$ cat src/rtl/eerom_pkg.sv
package eerom_pkg;
   typedef enum logic [3:0] {
      MD_STANDBY,
      MD_INHIBIT,
      MD_READ,
      MD_OUT_OFF,
      MD_IDENT,
      MD_PROG,
      MD_PROG_VFY,
      MD_ERASE,
      MD_ERASE_VFY
   } eerom_mode_e;

   typedef enum logic [1:0] {
      WK_NONE,
      WK_PROG,
      WK_ERASE
   } eerom_work_e;
endpackage

$ cat src/rtl/eerom_mode_decode.sv
module eerom_mode_decode
   import eerom_pkg::*;
(
   input  logic        ce_n,
   input  logic        oe_n,
   input  logic        vprog,
   input  logic        verase,
   input  logic        a9_hv,
   input  logic        a0,
   output eerom_mode_e mode,
   output eerom_work_e work,
   output logic        drive,
   output logic        ident
);
   always_comb begin
      if (ce_n) begin
         if (!oe_n && verase)      mode = MD_ERASE_VFY;
         else if (!oe_n && vprog)  mode = MD_PROG_VFY;
         else if (verase || vprog) mode = MD_INHIBIT;
         else                      mode = MD_STANDBY;
      end else if (verase) begin
         mode = (oe_n && a9_hv && !a0) ? MD_ERASE : MD_OUT_OFF;
      end else if (vprog) begin
         mode = oe_n ? MD_PROG : MD_OUT_OFF;
      end else if (!oe_n) begin
         mode = a9_hv ? MD_IDENT : MD_READ;
      end else begin
         mode = MD_OUT_OFF;
      end
   end

   always_comb begin
      case (mode)
         MD_PROG:  work = WK_PROG;
         MD_ERASE: work = WK_ERASE;
         default:  work = WK_NONE;
      endcase
   end

   assign drive = (mode == MD_READ) || (mode == MD_IDENT) ||
                  (mode == MD_PROG_VFY) || (mode == MD_ERASE_VFY);
   assign ident = (mode == MD_IDENT);
endmodule

$ cat src/rtl/eerom_pulse_timer.sv
module eerom_pulse_timer
   import eerom_pkg::*;
#(
   parameter int MIN_PULSE = 4,
   parameter int MEM_AW    = 8,
   parameter int DATA_W    = 8
) (
   input  logic              clk,
   input  logic              rst_n,
   input  logic              ce_n,
   input  eerom_work_e       work,
   input  logic [MEM_AW-1:0] addr,
   input  logic [DATA_W-1:0] din,
   output logic              do_prog,
   output logic              do_erase,
   output logic [MEM_AW-1:0] hold_addr,
   output logic [DATA_W-1:0] hold_data
);
   localparam int CNT_W = $clog2(MIN_PULSE + 1);
   localparam logic [CNT_W-1:0] CNT_MAX = CNT_W'(MIN_PULSE);

   logic             low_q;
   logic [CNT_W-1:0] cnt_q;
   eerom_work_e      work_q;

   always_ff @(posedge clk or negedge rst_n) begin
      if (!rst_n) begin
         low_q     <= 1'b0;
         cnt_q     <= '0;
         work_q    <= WK_NONE;
         hold_addr <= '0;
         hold_data <= '0;
      end else if (!ce_n) begin
         low_q     <= 1'b1;
         work_q    <= work;
         hold_addr <= addr;
         hold_data <= din;
         if (low_q && work == work_q) begin
            if (cnt_q != CNT_MAX) cnt_q <= cnt_q + 1'b1;
         end else begin
            cnt_q <= CNT_W'(1);
         end
      end else begin
         low_q <= 1'b0;
         cnt_q <= '0;
      end
   end

   logic ends_ok;
   assign ends_ok  = ce_n && low_q && (cnt_q == CNT_MAX);
   assign do_prog  = ends_ok && (work_q == WK_PROG);
   assign do_erase = ends_ok && (work_q == WK_ERASE);
endmodule

$ cat src/rtl/eerom_array.sv
module eerom_array #(
   parameter int MEM_AW = 8,
   parameter int DATA_W = 8
) (
   input  logic              clk,
   input  logic              rst_n,
   input  logic              do_prog,
   input  logic              do_erase,
   input  logic [MEM_AW-1:0] wr_addr,
   input  logic [DATA_W-1:0] wr_data,
   input  logic [MEM_AW-1:0] rd_addr,
   output logic [DATA_W-1:0] rd_data
);
   localparam int DEPTH = 1 << MEM_AW;

   logic [DATA_W-1:0] cell_q [DEPTH];

   for (genvar i = 0; i < DEPTH; i++) begin : g_cell
      always_ff @(posedge clk or negedge rst_n) begin
         if (!rst_n)
            cell_q[i] <= '1;
         else if (do_erase)
            cell_q[i] <= '1;
         else if (do_prog && wr_addr == MEM_AW'(i))
            cell_q[i] <= cell_q[i] & wr_data;
      end
   end

   assign rd_data = cell_q[rd_addr];
endmodule

$ cat src/rtl/eerom_ctrl.sv
module eerom_ctrl
   import eerom_pkg::*;
#(
   parameter int          ADDR_W    = 15,
   parameter int          MEM_AW    = 8,
   parameter int          DATA_W    = 8,
   parameter int          MIN_PULSE = 4,
   parameter logic [7:0]  MFR_ID    = 8'hDA,
   parameter logic [7:0]  DEV_ID    = 8'h02
) (
   input  logic              clk,
   input  logic              rst_n,
   input  logic [ADDR_W-1:0] addr,
   input  logic [DATA_W-1:0] din,
   input  logic              ce_n,
   input  logic              oe_n,
   input  logic              vprog,
   input  logic              verase,
   input  logic              a9_hv,
   output logic [DATA_W-1:0] dout,
   output logic              dout_en
);
   if (ADDR_W < 10) begin : g_bad_addr
      $error("eerom_ctrl: ADDR_W must cover address bit 9");
   end
   if (MEM_AW < 1 || MEM_AW > ADDR_W) begin : g_bad_mem
      $error("eerom_ctrl: MEM_AW must lie in 1..ADDR_W");
   end
   if (MIN_PULSE < 1) begin : g_bad_pulse
      $error("eerom_ctrl: MIN_PULSE must be at least 1");
   end
   if (DATA_W != 8) begin : g_bad_data
      $error("eerom_ctrl: identifier bytes need DATA_W of 8");
   end

   logic [MEM_AW-1:0] mem_addr;
   assign mem_addr = addr[MEM_AW-1:0];

   if (MEM_AW < ADDR_W) begin : g_alias
      logic unused_hi;
      assign unused_hi = ^addr[ADDR_W-1:MEM_AW];
   end

   eerom_mode_e mode;
   eerom_work_e work;
   logic        drive;
   logic        ident;

   eerom_mode_decode u_dec (
      .ce_n   (ce_n),
      .oe_n   (oe_n),
      .vprog  (vprog),
      .verase (verase),
      .a9_hv  (a9_hv),
      .a0     (addr[0]),
      .mode   (mode),
      .work   (work),
      .drive  (drive),
      .ident  (ident)
   );

   logic              do_prog;
   logic              do_erase;
   logic [MEM_AW-1:0] hold_addr;
   logic [DATA_W-1:0] hold_data;

   eerom_pulse_timer #(
      .MIN_PULSE (MIN_PULSE),
      .MEM_AW    (MEM_AW),
      .DATA_W    (DATA_W)
   ) u_tmr (
      .clk       (clk),
      .rst_n     (rst_n),
      .ce_n      (ce_n),
      .work      (work),
      .addr      (mem_addr),
      .din       (din),
      .do_prog   (do_prog),
      .do_erase  (do_erase),
      .hold_addr (hold_addr),
      .hold_data (hold_data)
   );

   logic [DATA_W-1:0] rd_data;

   eerom_array #(
      .MEM_AW (MEM_AW),
      .DATA_W (DATA_W)
   ) u_arr (
      .clk      (clk),
      .rst_n    (rst_n),
      .do_prog  (do_prog),
      .do_erase (do_erase),
      .wr_addr  (hold_addr),
      .wr_data  (hold_data),
      .rd_addr  (mem_addr),
      .rd_data  (rd_data)
   );

   logic [DATA_W-1:0] out_sel;
   always_comb begin
      if (ident) out_sel = addr[0] ? DATA_W'(DEV_ID) : DATA_W'(MFR_ID);
      else       out_sel = rd_data;
   end

   always_ff @(posedge clk or negedge rst_n) begin
      if (!rst_n) begin
         dout_en <= 1'b0;
         dout    <= '0;
      end else begin
         dout_en <= drive;
         dout    <= drive ? out_sel : '0;
      end
   end
endmodule

$ cat config.mk
export PLATFORM = sky130hd
export DESIGN_NAME = eerom_ctrl
export DESIGN_NICKNAME = d
export VERILOG_FILES = /design/src/rtl/eerom_pkg.sv /design/src/rtl/eerom_mode_decode.sv /design/src/rtl/eerom_pulse_timer.sv /design/src/rtl/eerom_array.sv /design/src/rtl/eerom_ctrl.sv
export SDC_FILE = /design/constraint.sdc
export NUM_CORES = 2
export LEC_CHECK = 0
export BUFFER_PORTS_ARGS = -buffer_cell sky130_fd_sc_hd__clkbuf_2
export CAP_MARGIN = 20
export CORE_MARGIN = 8
export CORE_UTILIZATION = 42
export CTS_CLUSTER_DIAMETER = 40
export DETAILED_ROUTE_END_ITERATION = 8
export PLACE_DENSITY = 0.58
export SYNTH_ARGS = -nofsm -noshare
export SYNTH_HDL_FRONTEND = slang
export SYNTH_SLANG_ARGS = --single-unit
$ cat constraint.sdc
create_clock -name clk -period 3 [get_ports clk]
set_clock_uncertainty 0.15 [all_clocks]
set_input_delay 0.15 -clock clk [delete_from_list [all_inputs] [get_ports clk]]
set_output_delay 0.15 -clock clk [all_outputs]
set_load 0.005 [all_outputs]
==> reports/results.ini <==
[finish]
final_common_cell = nand2_1
syn_to_final_growth_pct = 20.2
fillCellCount = 19400
final_nets = 8788
final_cell_mix = nand2_1 (2,340), o21ai_0 (2,069), dfstp_2 (2,048), buf_4 (445), mux4_2 (423)
drive_gt1_frac = 0.417

[global_routing]
overflow = 0
grt.total_usage = 0.257
grt_pass1_vias = 70900
grt_max_degree = 159
antenna_found_initial = 7
grt_pass1_wl_um = 470000

[timing]
relSlewSlack = 0.301
min_period_over_period = 0.979
max_freq_ghz = 0.340
drv_slew = 0
tightest_slew_ps = 1040
finalSetupViolations = 0
grt_setup_unrepaired = yes
fin_crit_ps = 2940
hold_slack_ps = 130
hold_viol_final = 0
timing.setup.tns_ps = 0

[synthesis]
yosysWarnings = 0
synth_edf_count = 0
seq_area_frac_synth = 0.586
synthCells = 8450
syn_nets = 8482
synth-main-ff-cell = dfstp_2
synth_async_sr_flop_share = 1.00
synth.avg_cell_area_um2 = 11.0
synth-seq-cells = 2079
syn_area_um2 = 93100
synth.distinct_cells = 61

[die]
initial_core_util = 0.421
fp.coreArea_um2 = 221000
chipHeight_um = 487
die_area_um2 = 237000
row_count = 173
io_pins = 39
die_w_um = 487

[critical_path]
crit_fanout = 8
cp-start-kind = flop
critPathKind = reg2reg
arrival_ps = 3630
cp.required_ps = 3690
rrSetupSlack_ps = 60
endpoint_kind = flop

[clock_tree]
cts_sinks = 2079
htree_levels = 5
cts_buffer_depth = 4
cts_buffers = 325
clk_pin_slew_ps = 50
cts_tree = done
clk_latency_ps = 950
cts-root-buf = clkbuf_16

[flow_run]
cap_viol_max_count = 0

[power_and_ir_drop]
power.density_nw_per_um2 = 638
peakVddDrop_mv = 0.482
power_mw = 71.4
p_leak_nw = 52.7

[routing]
routedWlPerCell_um = 26.0
drc = 0
first_pass_iters = 8
dr_total_vias = 71200
detail_route.iter0.violations = 7795
ant_nets = 0
wirelength_um = 312000
avgViaCountPerCell = 5.94

[status]
status = completed

[placement]
io_buffers = 31
gp_congestion = 0.883
place_hpwl_um = 201000

[min_path]
hold_class = in2reg

## report_power, final
group / internal [mW] / leakage, nW / switching, mW
clock: 24.5 / 5.36 / 14.1
combinational: 1.19 / 25.9 / 2.76
sequential: 28.5 / 21.5 / 0.337
## state kept, by name, summed over array words and instances, names as in the netlist
register	flops
u_tmr.work_q	2
u_tmr.hold_addr	8
u_tmr.low_q	1
u_arr.cell_q	2048
dout	8
u_tmr.hold_data	8
dout_en	1
u_tmr.cnt_q	3
## timing repair
action | CTS | global route
hold endpoints to repair | 955 | 0
setup endpoints to repair | 56 | 817
hold buffers | 45 | 0
gates resized for setup | 11 | 46
setup buffers | 0 | 2
pin swaps | 0 | 2
## cells in the mapped netlist, types with 34 or more instances
master	instances	share of area
a22oi_1	64	0.0052
buf_2	50	0.0027
nand2_1	2382	0.096
a21oi_1	67	0.0036
o22ai_1	51	0.0034
nand3_1	34	0.0018
mux2i_1	189	0.020
mux4_2	423	0.10
buf_6	41	0.0050
clkbuf_1	536	0.022
dfstp_2	2048	0.58
o21ai_0	2071	0.11
buf_4	35	0.0028
o221ai_1	65	0.0061
nor3_1	44	0.0024
nor2_1	71	0.0029
## worst max-delay path, cell delays in order (launching register included)
cell and delay [ps]:
dfrtp_1 380, inv_1 90, ha_1 200, nand3_2 180
nor3_1 290, nand3b_1 110, buf_4 180, nor2_2 210
buf_4 340, nand2_1 330, o21ai_0 280, nand2_1 70
## stage by stage
| stage | cells | area, µm² | utilization | worst slack (ps) |
|---|---|---|---|---|
| finish | 12000 | 112000 | 0.506 | 62.9 |
| global route | 12000 | 112000 | 0.506 | -36.3 |
| CTS | 12000 | 112000 | 0.505 | -17.8 |
| detailed placement | 11400 | 100000 | 0.452 | -715 |
| global placement | 11400 | 100000 | 0.452 | -697 |
| floorplan | 8450 | 93100 | - | 492 |
## worst paths after layout
| kind | startpoint | endpoint | cells past startpoint |
|---|---|---|---|
| setup reg to reg | u_tmr.cnt_q[0]$_DFFE_PN0P_ | u_arr.cell_q[305]$_DFFE_PN1P_ | 11 |
| min in group asynchronous | rst_n | u_tmr.hold_data[2]$_DFFE_PN0N_ | 4 |
| hold reg to reg | u_arr.cell_q[361]$_DFFE_PN1P_ | u_arr.cell_q[361]$_DFFE_PN1P_ | 2 |
| hold / removal | ce_n | u_tmr.low_q$_DFF_PN0_ | 4 |
| setup / recovery | u_tmr.cnt_q[0]$_DFFE_PN0P_ | u_arr.cell_q[305]$_DFFE_PN1P_ | 11 |
| max in group asynchronous | rst_n | u_arr.cell_q[458]$_DFFE_PN1P_ | 5 |
## cell type report
cell class | instances | area [µm²] | share of cell area
diodes | 7 | 17.5 | 0.000157
clock buffers | 386 | 8800 | 0.0786
clock inverters | 186 | 2340 | 0.0210
inverters | 8 | 33.8 | 0.000302
multi-input cells | 5681 | 35600 | 0.318
flip-flops and latches | 2079 | 54600 | 0.488
well taps | 2975 | 3720 | 0.0333
repair buffers | 661 | 6790 | 0.0606
## metal layers
metal  part of all wire  GRT usage  vias up
met2               0.46      0.398     3220
met4              0.050      0.116        2
met3              0.080     0.0494      767
met1               0.41      0.354    36900
li1                   -          -    30300
met5           0.000045          0        -
## cell families after synthesis
kind of cell / share of synthesized area
AO/OA/AOI/OAI: 0.137
XOR/XNOR: 0.000282
adder cells (fa/ha/maj): 0.000269
buffers and inverters: 0.0348
flip-flops: 0.586
multiplexers: 0.132
AND/OR/NAND/NOR: 0.109
Power figures use the tool's default switching activity.
